File: src/rtl/mt_pkg.sv
package mt_pkg;

   // Word index (byte offset / 4) of each register
   typedef enum logic [3:0] {
      REG_CNT_LO  = 4'd0,
      REG_CNT_HI  = 4'd1,
      REG_CMP0    = 4'd2,
      REG_STATUS  = 4'd8,
      REG_IRQ_EN  = 4'd9,
      REG_WDOG_EN = 4'd10,
      REG_DIV     = 4'd11,
      REG_SNAP    = 4'd12,
      REG_SNAP_LO = 4'd13,
      REG_SNAP_HI = 4'd14
   } reg_idx_e;

   localparam int unsigned IDX_W  = 4;
   localparam int unsigned MAX_CH = 6;

endpackage

File: src/rtl/mt_prescaler.sv
module mt_prescaler #(
   parameter int unsigned DIV_W = 32
) (
   input  logic             clk_i,
   input  logic             rst_ni,
   input  logic [DIV_W-1:0] div_i,
   output logic             tick_o
);
   localparam int unsigned PC_W = DIV_W + 1;

   logic [PC_W-1:0] pcnt_q;
   logic [PC_W-1:0] last_val;

   // period of 2*(div+1) clocks: count 0 .. 2*div+1
   assign last_val = {div_i, 1'b1};
   // ">=" also recovers at once when the divider shrinks below the count
   assign tick_o   = (pcnt_q >= last_val);

   always_ff @(posedge clk_i or negedge rst_ni) begin
      if (!rst_ni) begin
         pcnt_q <= '0;
      end else if (tick_o) begin
         pcnt_q <= '0;
      end else begin
         pcnt_q <= pcnt_q + 1'b1;
      end
   end

endmodule

File: src/rtl/mt_counter.sv
module mt_counter #(
   parameter int unsigned DATA_W = 32,
   parameter int unsigned CNT_W  = 64
) (
   input  logic              clk_i,
   input  logic              rst_ni,
   input  logic              tick_i,
   input  logic              wr_lo_i,
   input  logic              wr_hi_i,
   input  logic [DATA_W-1:0] wdata_i,
   output logic [CNT_W-1:0]  cnt_o,
   output logic              step_o
);
   localparam int unsigned HI_W = CNT_W - DATA_W;

   logic [CNT_W-1:0] cnt_q;
   logic             step_q;
   logic             any_wr;

   assign any_wr = wr_lo_i | wr_hi_i;

   always_ff @(posedge clk_i or negedge rst_ni) begin
      if (!rst_ni) begin
         cnt_q <= '0;
      end else if (any_wr) begin
         // software write wins; the tick of this cycle is dropped
         if (wr_lo_i) cnt_q[DATA_W-1:0]     <= wdata_i;
         if (wr_hi_i) cnt_q[CNT_W-1:DATA_W] <= wdata_i[HI_W-1:0];
      end else if (tick_i) begin
         cnt_q <= cnt_q + 1'b1;
      end
   end

   // marks a count value that was reached by a tick
   always_ff @(posedge clk_i or negedge rst_ni) begin
      if (!rst_ni) step_q <= 1'b0;
      else         step_q <= tick_i & ~any_wr;
   end

   assign cnt_o  = cnt_q;
   assign step_o = step_q;

endmodule

File: src/rtl/mt_cmp_bank.sv
module mt_cmp_bank #(
   parameter int unsigned NUM_CH = 6,
   parameter int unsigned DATA_W = 32
) (
   input  logic                           clk_i,
   input  logic                           rst_ni,
   input  logic [DATA_W-1:0]              cnt_lo_i,
   input  logic                           step_i,
   input  logic [NUM_CH-1:0]              cmp_we_i,
   input  logic [DATA_W-1:0]              wdata_i,
   input  logic                           clr_we_i,
   input  logic [NUM_CH-1:0]              clr_mask_i,
   output logic [NUM_CH-1:0][DATA_W-1:0]  cmp_o,
   output logic [NUM_CH-1:0]              status_o,
   output logic                           last_hit_o
);
   logic [NUM_CH-1:0] hit;

   for (genvar ch = 0; ch < NUM_CH; ch++) begin : g_ch
      logic [DATA_W-1:0] cmp_q;
      logic              flag_q;

      always_ff @(posedge clk_i or negedge rst_ni) begin
         if (!rst_ni)           cmp_q <= '1;
         else if (cmp_we_i[ch]) cmp_q <= wdata_i;
      end

      // only a count reached by a tick can fire
      assign hit[ch] = step_i && (cnt_lo_i == cmp_q);

      always_ff @(posedge clk_i or negedge rst_ni) begin
         if (!rst_ni)                           flag_q <= 1'b0;
         else if (hit[ch])                      flag_q <= 1'b1;
         else if (clr_we_i && clr_mask_i[ch])   flag_q <= 1'b0;
      end

      assign cmp_o[ch]    = cmp_q;
      assign status_o[ch] = flag_q;
   end

   assign last_hit_o = hit[NUM_CH-1];

endmodule

File: src/rtl/match_timer64.sv
module match_timer64
   import mt_pkg::*;
#(
   parameter int unsigned NUM_CH   = 6,
   parameter int unsigned DATA_W   = 32,
   parameter int unsigned CNT_W    = 64,
   parameter int unsigned DIV_W    = 32,
   parameter int unsigned ADDR_W   = 6,
   parameter bit          HAS_WDOG = 1'b1
) (
   input  logic              clk_i,
   input  logic              rst_ni,
   input  logic              bus_we_i,
   input  logic [ADDR_W-1:0] bus_addr_i,
   input  logic [DATA_W-1:0] bus_wdata_i,
   output logic [DATA_W-1:0] bus_rdata_o,
   output logic              irq_o,
   output logic              wdog_rst_o
);
   localparam int unsigned WDOG_CH = NUM_CH - 1;
   localparam int unsigned HI_W    = CNT_W - DATA_W;

   // elaboration-time parameter checks
   if (NUM_CH < 1 || NUM_CH > MAX_CH) begin : g_bad_ch
      $error("NUM_CH must lie in 1..6");
   end
   if (CNT_W != 2 * DATA_W) begin : g_bad_cnt
      $error("CNT_W must be twice DATA_W");
   end
   if (DIV_W > DATA_W || DIV_W < 1) begin : g_bad_div
      $error("DIV_W must lie in 1..DATA_W");
   end
   if (ADDR_W < 6) begin : g_bad_addr
      $error("ADDR_W must be at least 6");
   end
   if (DATA_W < NUM_CH) begin : g_bad_data
      $error("DATA_W must hold one bit per channel");
   end

   // ---------------------------------------------------------------
   // address decode
   // ---------------------------------------------------------------
   logic             addr_hi_zero;
   logic             in_map;
   logic [IDX_W-1:0] widx;
   logic             sel_we;

   if (ADDR_W > 6) begin : g_addr_wide
      assign addr_hi_zero = ~|bus_addr_i[ADDR_W-1:6];
   end else begin : g_addr_exact
      assign addr_hi_zero = 1'b1;
   end

   assign in_map = addr_hi_zero && (bus_addr_i[1:0] == 2'b00);
   assign widx   = bus_addr_i[5:2];
   assign sel_we = bus_we_i && in_map;

   logic              wr_lo, wr_hi, cnt_we;
   logic              stat_we, ien_we, wden_we, div_we, snap_take;
   logic [NUM_CH-1:0] cmp_we;

   assign wr_lo     = sel_we && (widx == REG_CNT_LO);
   assign wr_hi     = sel_we && (widx == REG_CNT_HI);
   assign cnt_we    = wr_lo | wr_hi;
   assign stat_we   = sel_we && (widx == REG_STATUS);
   assign ien_we    = sel_we && (widx == REG_IRQ_EN);
   assign wden_we   = sel_we && (widx == REG_WDOG_EN);
   assign div_we    = sel_we && (widx == REG_DIV);
   assign snap_take = sel_we && (widx == REG_SNAP) && bus_wdata_i[0];

   for (genvar ch = 0; ch < NUM_CH; ch++) begin : g_cmp_dec
      localparam logic [IDX_W-1:0] CIDX = IDX_W'(int'(REG_CMP0) + ch);
      assign cmp_we[ch] = sel_we && (widx == CIDX);
   end

   // ---------------------------------------------------------------
   // control registers
   // ---------------------------------------------------------------
   logic [NUM_CH-1:0] ien_q;
   logic              wden_q;
   logic [DIV_W-1:0]  div_q;
   logic [CNT_W-1:0]  snap_q;

   always_ff @(posedge clk_i or negedge rst_ni) begin
      if (!rst_ni) begin
         ien_q  <= '0;
         wden_q <= 1'b0;
         div_q  <= '0;
      end else begin
         if (ien_we)  ien_q  <= bus_wdata_i[NUM_CH-1:0];
         if (wden_we) wden_q <= bus_wdata_i[0];
         if (div_we)  div_q  <= bus_wdata_i[DIV_W-1:0];
      end
   end

   // ---------------------------------------------------------------
   // datapath
   // ---------------------------------------------------------------
   logic                          tick;
   logic [CNT_W-1:0]              cnt_q;
   logic                          step;
   logic [NUM_CH-1:0][DATA_W-1:0] cmp_q;
   logic [NUM_CH-1:0]             status_q;
   logic                          last_hit;

   mt_prescaler #(.DIV_W(DIV_W)) u_pre (
      .clk_i  (clk_i),
      .rst_ni (rst_ni),
      .div_i  (div_q),
      .tick_o (tick)
   );

   mt_counter #(.DATA_W(DATA_W), .CNT_W(CNT_W)) u_cnt (
      .clk_i   (clk_i),
      .rst_ni  (rst_ni),
      .tick_i  (tick),
      .wr_lo_i (wr_lo),
      .wr_hi_i (wr_hi),
      .wdata_i (bus_wdata_i),
      .cnt_o   (cnt_q),
      .step_o  (step)
   );

   mt_cmp_bank #(.NUM_CH(NUM_CH), .DATA_W(DATA_W)) u_bank (
      .clk_i      (clk_i),
      .rst_ni     (rst_ni),
      .cnt_lo_i   (cnt_q[DATA_W-1:0]),
      .step_i     (step),
      .cmp_we_i   (cmp_we),
      .wdata_i    (bus_wdata_i),
      .clr_we_i   (stat_we),
      .clr_mask_i (bus_wdata_i[NUM_CH-1:0]),
      .cmp_o      (cmp_q),
      .status_o   (status_q),
      .last_hit_o (last_hit)
   );

   // coherent 64-bit capture: both halves at one edge
   always_ff @(posedge clk_i or negedge rst_ni) begin
      if (!rst_ni)        snap_q <= '0;
      else if (snap_take) snap_q <= cnt_q;
   end

   // ---------------------------------------------------------------
   // watchdog variant
   // ---------------------------------------------------------------
   if (HAS_WDOG) begin : g_wdog
      logic wdog_q;
      always_ff @(posedge clk_i or negedge rst_ni) begin
         if (!rst_ni) wdog_q <= 1'b0;
         else         wdog_q <= last_hit & wden_q;
      end
      assign wdog_rst_o = wdog_q;
   end else begin : g_no_wdog
      assign wdog_rst_o = 1'b0;
   end

   assign irq_o = |(status_q & ien_q);

   // ---------------------------------------------------------------
   // read mux
   // ---------------------------------------------------------------
   always_comb begin
      bus_rdata_o = '0;
      if (in_map) begin
         case (widx)
            REG_CNT_LO:  bus_rdata_o = cnt_q[DATA_W-1:0];
            REG_CNT_HI:  bus_rdata_o[HI_W-1:0] = cnt_q[CNT_W-1:DATA_W];
            REG_STATUS:  bus_rdata_o[NUM_CH-1:0] = status_q;
            REG_IRQ_EN:  bus_rdata_o[NUM_CH-1:0] = ien_q;
            REG_WDOG_EN: bus_rdata_o[0] = wden_q;
            REG_DIV:     bus_rdata_o[DIV_W-1:0] = div_q;
            REG_SNAP_LO: bus_rdata_o = snap_q[DATA_W-1:0];
            REG_SNAP_HI: bus_rdata_o[HI_W-1:0] = snap_q[CNT_W-1:DATA_W];
            default: begin
               for (int ch = 0; ch < NUM_CH; ch++) begin
                  if (widx == IDX_W'(int'(REG_CMP0) + ch)) bus_rdata_o = cmp_q[ch];
               end
            end
         endcase
      end
   end

endmodule

File: config.mk
export PLATFORM = sky130hd
export DESIGN_NAME = match_timer64
export DESIGN_NICKNAME = d
export VERILOG_FILES = /design/src/rtl/mt_pkg.sv /design/src/rtl/mt_prescaler.sv /design/src/rtl/mt_counter.sv /design/src/rtl/mt_cmp_bank.sv /design/src/rtl/match_timer64.sv
export SDC_FILE = /design/constraint.sdc
export NUM_CORES = 1
export LEC_CHECK = 0
export ABC_AREA = 0
export BUFFER_PORTS_ARGS = -buffer_cell sky130_fd_sc_hd__buf_2
export CAP_MARGIN = 20
export CORE_MARGIN = 10
export CORE_UTILIZATION = 30
export DETAILED_ROUTE_END_ITERATION = 10
export GPL_TIMING_DRIVEN = 0
export PLACE_DENSITY_LB_ADDON = 0.15
export SYNTH_ARGS = -nofsm -noshare
export SYNTH_HDL_FRONTEND = slang
export SYNTH_SLANG_ARGS = --single-unit
File: constraint.sdc
create_clock -name clk_i -period 7 [get_ports clk_i]
set_clock_uncertainty 0.1 [all_clocks]
set_input_delay 1.4 -clock clk_i [delete_from_list [all_inputs] [get_ports clk_i]]
set_output_delay 1.4 -clock clk_i [all_outputs]
set_load 0.02 [all_outputs]
Word level (Yosys, flattened, before mapping). Index checks and enable logic that the tools add are counted.

Register bits: 400. Bits of input ports: 41. Output and inout port bits: 34. Logic and storage cells: 118.

Add/subtract/negate cells: 2. Magnitude comparators: 1. Equal/unequal tests: 22. Multiplexer cells: 27. Bitwise logic cells: 5. Reduce and logical (&&, ||, !) cells: 40.

Operators by type and width (count): 32-bit 2-to-1 mux (9); 32-bit == test (6); 26-bit case mux with 6 select lines (1); 64-bit 2-to-1 mux (2); 64-bit by 1-bit adder with 64-bit output, second input constant (1); 5-bit case mux with 8 select lines (1); 33-bit by 1-bit adder with 33-bit output, second input constant (1); 33-bit greater-or-equal comparator (1); 33-bit 2-to-1 mux (1); 4-bit == test, second input constant (7); 1-bit logical AND (27); 4-bit by 3-bit == test with 1-bit output, second input constant (4); 2-bit nonzero test (7); 1-bit 2-to-1 mux (12); 4-bit by 2-bit == test with 1-bit output, second input constant (2); 1-bit case mux with 8 select lines (1); 6-bit AND (1); 6-bit OR reduction (1); 4-bit by 1-bit == test with 1-bit output, second input constant (1); 4-bit zero test (1); 2-bit by 1-bit inequality test with 1-bit output, second input constant (2); 2-bit AND reduction (2); 3-bit OR reduction (1); 1-bit AND (2); 3 further kinds (3).

Longest topological paths before layout. Gate-level depths: netlist of the first run.

Depth after elaboration: 9. Gate-level depth with buffers: 11. Gate-level depth less buffers: 9.

Hierarchy. A second synthesis of the first run with hierarchy kept.

Cells, all modules: 2275. Area, all modules: 23884.2 um^2.

By module, submodules not included: mt_cmp_bank (times used 1, cells an instance 731, area an instance 9829.4 um^2, sequential area each 5195.0 um^2); match_timer64 (times used 1, cells an instance 802, area an instance 7598.5 um^2, sequential area each 2602.5 um^2); mt_counter (times used 1, cells an instance 470, area an instance 3991.3 um^2, sequential area each 1626.6 um^2); mt_prescaler (times used 1, cells an instance 272, area an instance 2464.9 um^2, sequential area each 825.8 um^2).

Worst setup path after synthesis of the first run. Ideal clock, no wire load.

Path kind: input port to output port. From: input port bus_addr_i[2]. To: output port bus_rdata_o[7]. Arrival: 3.222 ns. Required time: 5.500 ns. Path slack: 2.278 ns. Stages on the path: 8. Buffers on the path: 4. Cells stage by stage: buf_2 > or2_2 > buf_2 > nor3_1 > buf_2 > buf_1 > a22oi_1 > a31oi_1.

Word-level cells in the longest chain between the ends: 9. Elaborated cells between the ends (all ways): 23. Classes of those cells: eq/ne (13); mux (8); reduce/logical (2).

Ends and longest elaborated chain: start, declared (RTL line match_timer64.sv:14) `input logic [ADDR_W-1:0] bus_addr_i,`; 4-bit by 2-bit == test with 1-bit output (RTL line match_timer64.sv:177) `if (widx == IDX_W'(int'(REG_CMP0) + ch)) bus_rdata_o = cmp_q[ch];`; 32-bit 2-to-1 mux (6 in series) (RTL line match_timer64.sv:177); 26-bit case mux with 6 select lines * (RTL line match_timer64.sv:166) `case (widx)`; 32-bit 2-to-1 mux * (RTL line match_timer64.sv:165) `if (in_map) begin`; end, declared (RTL line match_timer64.sv:16) `output logic [DATA_W-1:0] bus_rdata_o,`.

Every way passes the cells marked *; elsewhere a longest branch is shown, timed or not.

Worst setup path in the final report of the first run.
From: input port bus_addr_i[2]. To: output port bus_rdata_o[21].

Same word-level chain as after synthesis.

==> metrics.yaml, run 1 <==
clocking:
  cts_tree: "yes"
  insertion_delay_ns: 0.61
  ctsResizeCount: 0
  cts_setup_buffers: 0
  cts_buffer_depth: 3
  htree_levels: 2
  cts.sinks: 400
  cts_hold_buf: 0
  cts_buffers: 50
  clk_pin_slew_worst_paths_ns: 0.06
  cts_root_buf: "clkbuf_16"
yosys:
  synth-seq-cells: 400
  synth_edf_count: 0
  synth.most_common_cell: "mux2_2"
  syn_area_per_cell_um2: 10.7
  syn_area_mm2: 0.0227
  synthArstFlopShare_pct: 100
  ys_types: 80
  syn_inst: 2128
  yosysTopAreaCell: "dfrtp_1"
  ys_top_cells_by_area: "dfrtp_1 23%, dfstp_2 22%, mux2_2 15%"
  syn_nets: 2203
  ys_seq_area_share_pct: 45.1
  synth_commonest_cells: "294 x mux2_2, 208 x dfrtp_1, 192 x dfstp_2"
  synth_flop_cell: "dfrtp_1"
  synth_top_area_share_pct: 22.9
  yosys_warnings: 0
worst_setup_path:
  crit_chain: "buf_2, buf_2, nand2b_1, nor3_2, clkbuf_1, a22oi_1, a31oi_1, a21oi_1, a31oi_1, buf_2"
  slowest_stage: "nor3_2"
  end_kind: "output pin"
  arrival_ns: 4.89
  path_max_fanout: 10
  worstSetupPathType: "input pin to output pin"
  startpoint_type: "input pin"
  cp_common_cell: "buf_2"
  cpLargestDelayFamily: "buffers and inverters"
  crit_buf_inv: 4
  cp.required_ns: 5.50
  max_stage_delay_ns: 0.72
worst_hold_path:
  hold_class: "flop to flop"
sta:
  rsz0062_at_grt: "false"
  drv_slew: 0
  max_freq_ghz: 0.156
  finalSetupTns_ns: 0
  period_share_pct: 91.3
  setup_viol: 0
  tightest_slew_ns: 1.18
  final-hold-violation-count: 0
  maxSlewHeadroom_pct: 21.1
  post-route-min-period_ns: 6.39
routing:
  drt-initial-drc-count: 2443
  wire_per_inst_um: 30.7
  met2_wirelength_um: 45500
  wl_met3_um: 6340
  highest_layer: "met4"
  remaining_drc_errors: 0
  viasPerCell: 5.88
  ant_nets: 0
  routed_wl_um: 99800
  dr_total_vias: 19100
  firstDrtPassIters: 7
  wl_met1_um: 42500
global_route:
  grt_max_degree: 101
  grt_first_pass_wirelength_um: 142000
  antenna_found_initial: 1
  grt_pass1_vias: 19100
  grt_use_total_pct: 22.5
  grt_overflow_total: 0
final_layout:
  final_net_count: 2317
  areaGrowthSynthToFinish_pct: 14.7
  post-route-util_pct: 34.9
  fill_cells: 7633
  drive_gt1_share_pct: 31.5
  antenna_cells: 0
  regArea_mm2: 0.0102
  multi_input_area_mm2: 0.0115
power:
  power.density_mw_per_mm2: 285
  p_int_uw: 4970
  p_sw_uw: 2460
  p_leak_uw: 0.0105
  ir_drop_mv: 0.166
  combinationalPowerShare_pct: 22.4
  clkPwrFrac_pct: 36.5
  power_frac_seq_pct: 41.1
  p_sw_share_pct: 33.1
floorplan:
  chipHeight_um: 295
  num_io_pins: 75
  start_util_pct: 30.4
  coreArea_mm2: 0.0748
  dieArea_mm2: 0.0872
  die_width_um: 295
  rows: 100
place:
  hpwlAfterDp_um: 76300
  globalplace.congestion: 0.991
  port_buffers: 54
outcome:
  status: "finished, final reports clean"
flow_run:
  maxCapViolCount: 0
==> metal layers <==
metal / global-route usage (%) / vias up
met2: 35.8 / 891
met4: 11.2 / 0
met5: 0 / -
met3: 2.90 / 219
li1: - / 8107
met1: 29.6 / 9894
==> placed cells by master, fill, tap and decap left out, types with 19 or more instances in the layout <==
cell type    n
mux2_2     294
dfrtp_1    208
dfstp_2    192
xnor2_1    124
nor2_1     117
xor2_1      99
a22oi_1     99
nand2_1     95
buf_2       93
a21oi_1     91
clkbuf_1    77
buf_1       64
nand3_1     63
a31oi_1     63
nand4_1     55
clkbuf_16   53
inv_1       48
nor3_1      34
ha_1        34
o21ai_0     31
and3_1      30
a222oi_1    30
nor4_1      27
clkbuf_8    19
==> power groups by stage <==
stage          clock, uW  sequential (uW)  combinational, uW
2_1_floorplan          0             2950                995
3_3_place_gp           0             3060               1620
3_5_place_dp           0             3070               1630
4_1_cts             2760             3040               1640
5_1_grt             2860             3090               1740
6_report            2710             3050               1660
==> cells by family after synthesis <==
logic type,after synthesis,share of synthesized area (%)
AND/OR/NAND/NOR,482,10.9
adder cells (fa/ha/maj),34,1.87
XOR/XNOR,223,8.59
multiplexers,303,14.9
AO/OA/AOI/OAI,453,14.2
buffers and inverters,233,4.41
flip-flops,400,45.1
==> path summary, 6_finish.rpt <==
kind	from	to	slack (ns)	cells after the start
worst max-delay path	bus_addr_i[2]	bus_rdata_o[21]	0.61	10
worst min-delay path	snap_q[15]$_DFFE_PN0P_	snap_q[15]$_DFFE_PN0P_	0.41	1
worst max register to register	u_pre.pcnt_q[3]$_DFF_PN0_	u_cnt.cnt_o[23]$_DFFE_PN0P_	3.04	9
worst min register to register	snap_q[15]$_DFFE_PN0P_	snap_q[15]$_DFFE_PN0P_	0.41	1
max in group asynchronous	rst_ni	u_bank.g_ch[0].cmp_q[21]$_DFFE_PN1P_	4.89	3
min in group asynchronous	rst_ni	u_pre.pcnt_q[0]$_DFF_PN0_	0.59	1
==> registers in the layout, indices dropped and copies added (netlist names) <==
signal	count
u_bank.g_ch.cmp_q	192
snap_q	64
u_cnt.cnt_o	64
u_pre.pcnt_q	33
div_q	32
ien_q	6
u_bank.g_ch.flag_q	6
u_cnt.step_o	1
wden_q	1
wdog_rst_o	1
==> metrics by stage <==
step	area (um^2)	hold WS [ns]	worst slack [ns]	std cells	total power, uW
floorplan	22700	0.365	2.28	2128	3940
global placement	24200	0.388	-3.89	3151	4680
detailed placement	24400	0.395	0.677	3159	4710
CTS	26100	0.409	0.666	3248	7450
global route	26100	0.419	0.547	3248	7690
finish	26100	0.409	0.609	3248	7420
==> area by class of cell <==
| class | count | area share (%) |
|---|---|---|
| plain buffers | 184 | 3.14 |
| clock buffers | 83 | 6.24 |
| clock inverters | 6 | 0.321 |
| inverters | 49 | 0.705 |
| multi-input cells | 1495 | 44.0 |
| flip-flops and latches | 400 | 39.3 |
| well taps | 969 | 4.65 |
| repair buffers | 62 | 1.63 |
Note: power is estimated with default switching activity, not from simulation.
==> run 2, diff against run 1 <==
CORE_ASPECT_RATIO = 0.75   (was unset)
==> run 2 against run 1 <==
Against the previous run:
- the flow now finishes with violations (slew limit)
- critical path depth is the same
- register-to-register slack is essentially flat
- critical endpoint is now bus_rdata_o[15]
- worst setup slack lost 0.37 ns
- cell count up 0.31%
==> metrics.yaml, run 2 (synthesized netlist as in run 1, its figures left out) <==
clocking:
  cts_hold_buf: 0  # unchanged
  cts_setup_buffers: 0  # unchanged
  clk_pin_slew_worst_paths_ns: 0.06  # about the same
  cts_buffers: 46  # -8.0%
  cts.sinks: 400  # unchanged
  cts_buffer_depth: 3  # unchanged
  htree_levels: 2  # unchanged
  insertion_delay_ns: 0.62  # about the same
  cts_root_buf: "clkbuf_16"
  cts_tree: "yes"
  ctsResizeCount: 0  # unchanged
power:
  finalPower_uw: 7450  # +0.33%
  p_leak_uw: 0.0105  # -0.49%
  ir_drop_mv: 0.150  # -10%
  power.density_mw_per_mm2: 287  # +0.71%
final_layout:
  final_common_cell: "mux2_2"
  areaGrowthSynthToFinish_pct: 14.3
  layout_common_cells: "294 x mux2_2, 208 x dfrtp_1, 192 x dfstp_2, 124 x xnor2_1, 117 x nor2_1"
  fill_cells: 7612  # -0.28%
  drive_gt1_share_pct: 31.5  # +0.085 points
  regMostFlops: "u_bank.g_ch.cmp_q"
  largest_reg_flops: 192  # unchanged
  final_net_count: 2314  # -0.13%
worst_setup_path:
  end_kind: "output pin"
  startpoint_type: "input pin"
  cp.required_ns: 5.50  # about the same
  arrival_ns: 5.27  # +0.38 ns
  r2r_cells: 10  # +1
  rr_endpoint: "u_pre.pcnt_q[32]$_DFF_PN0_"
  path_max_fanout: 10  # unchanged
  r2r_slack_ns: 3.04  # about the same
  r2r_start: "div_q[29]$_DFFE_PN0P_"
  worstSetupPathType: "input pin to output pin"
routing:
  remaining_drc_errors: 0  # unchanged
  wl_met1_um: 51100  # +20%
  firstDrtPassIters: 6  # -1
  routed_wl_um: 106000  # +6.4%
  dr_total_vias: 19200  # +0.62%
  viasPerCell: 5.90  # +0.31%
  ant_nets: 0  # unchanged
  wire_per_inst_um: 32.6  # +6.1%
  met2_wirelength_um: 40900  # -10%
  wl_met3_um: 12200  # +92%
  drt-initial-drc-count: 2733  # +12%
  highest_layer: "met5"
sta:
  period_share_pct: 96.7  # +5.4 points
  max_freq_ghz: 0.148  # -5.5%
  tightest_slew_ns: 1.53  # +0.352 ns
  rsz0062_at_grt: "false"
  setup_viol: 0  # unchanged
  drv_slew: 9  # +9
  post-route-min-period_ns: 6.77  # +0.375 ns
  maxSlewHeadroom_pct: -1.96  # -23 points
  final-hold-violation-count: 0  # unchanged
  layout_setup_ws_ns: 0.234  # -0.375 ns
floorplan:
  start_util_pct: 30.3  # -0.12 points
  chipHeight_um: 258  # -12%
  rows: 87  # -13%
  die_width_um: 338  # +14%
  dieArea_mm2: 0.0874  # +0.13%
  coreArea_mm2: 0.0751  # +0.38%
  num_io_pins: 75  # unchanged
worst_hold_path:
  whs_endpoint: "snap_q[8]$_DFFE_PN0P_"
  min-delay-start: "snap_q[8]$_DFFE_PN0P_"
  hold_class: "flop to flop"
  hold_depth: 1  # unchanged
place:
  post-place-ws_ns: 0.472  # -0.205 ns
  port_buffers: 54  # unchanged
  globalplace.congestion: 0.979  # -1.2%
  hpwlAfterDp_um: 82700  # +8.4%
global_route:
  grt_use_total_pct: 23.8  # +1.3 points
  antenna_found_initial: 7  # +6
  grt_max_degree: 117  # +16%
  grt_first_pass_wirelength_um: 149000  # +5.0%
  grt_overflow_total: 0  # unchanged
  grt_pass1_vias: 18600  # -2.5%
flow_run:
  maxCapViolCount: 0  # unchanged
outcome:
  status: "complete, but fails checks"
  violations: "slew limit"
run 2: changes by cell type in the layout (fill, tap and decap cells not counted), moves of 2 or more:
cell / before / now
bufinv_16: 2 / 6
clkinvlp_4: 0 / 2
inv_6: 0 / 2
clkbuf_8: 19 / 9
diode_2: 0 / 3
clkinv_2: 3 / 11
clkbuf_16: 53 / 46
clkbuf_1: 77 / 74
run 2: area by class of cell:
class	instances	area, um^2	share of cell area, %
diodes	3	7.51	0.0289
plain buffers	184	820	3.15
clock buffers	63	1310	5.02
clock inverters	22	284	1.09
inverters	49	184	0.707
multi-input cells	1495	11500	44.3
flip-flops and latches	400	10200	39.4
well taps	979	1220	4.71
repair buffers	63	417	1.60
run 2: power by group:
part	internal (uW)	switching [uW]	total (uW)
clock network	1530	1090	2620
logic	610	1170	1780
registers	2720	324	3040
total	4860	2590	7450
run 2: metal layers:
metal | vias to the layer above | GRT usage, %
met5 | - | 0
met4 | 2 | 4.80
met3 | 121 | 7.56
met2 | 1044 | 31.4
met1 | 9967 | 36.6
li1 | 8095 | -
run 2: worst max path at each step:
stage | endpoint | slack [ns] | depth (start not counted) | from
after global routing | bus_rdata_o[20] | 0.33 | 10 | bus_addr_i[2]
after global placement | u_pre.pcnt_q[31]$_DFF_PN0_ | -4.08 | 1 | rst_ni
after CTS | bus_rdata_o[20] | 0.45 | 10 | bus_addr_i[2]
after floorplan | bus_rdata_o[7] | 2.28 | 8 | bus_addr_i[2]
after detailed placement | bus_rdata_o[20] | 0.47 | 10 | bus_addr_i[2]
final | bus_rdata_o[15] | 0.23 | 10 | bus_addr_i[2]
run 2: through the flow:
stage                TNS, ns  cell area [um^2]  hold slack [ns]  utilization [%]  std cells
finish                     0             26000            0.407             34.6       3258
global route               0             26000            0.418             34.6       3255
global placement    -1067.60             24200            0.390             32.3       3161
detailed placement         0             24400            0.396             32.5       3169
CTS                        0             26000            0.410             34.6       3254
floorplan                  0             22700            0.365                -       2128
run 2: critical path, stage by stage:
cell	delay (ns)
buf_2	0.10
buf_2	0.17
nand2b_1	0.27
nor3_2	0.84
clkbuf_1	0.80
a22oi_1	0.22
nand3_1	0.17
nand2_1	0.13
a31oi_1	0.80
buf_2	0.32
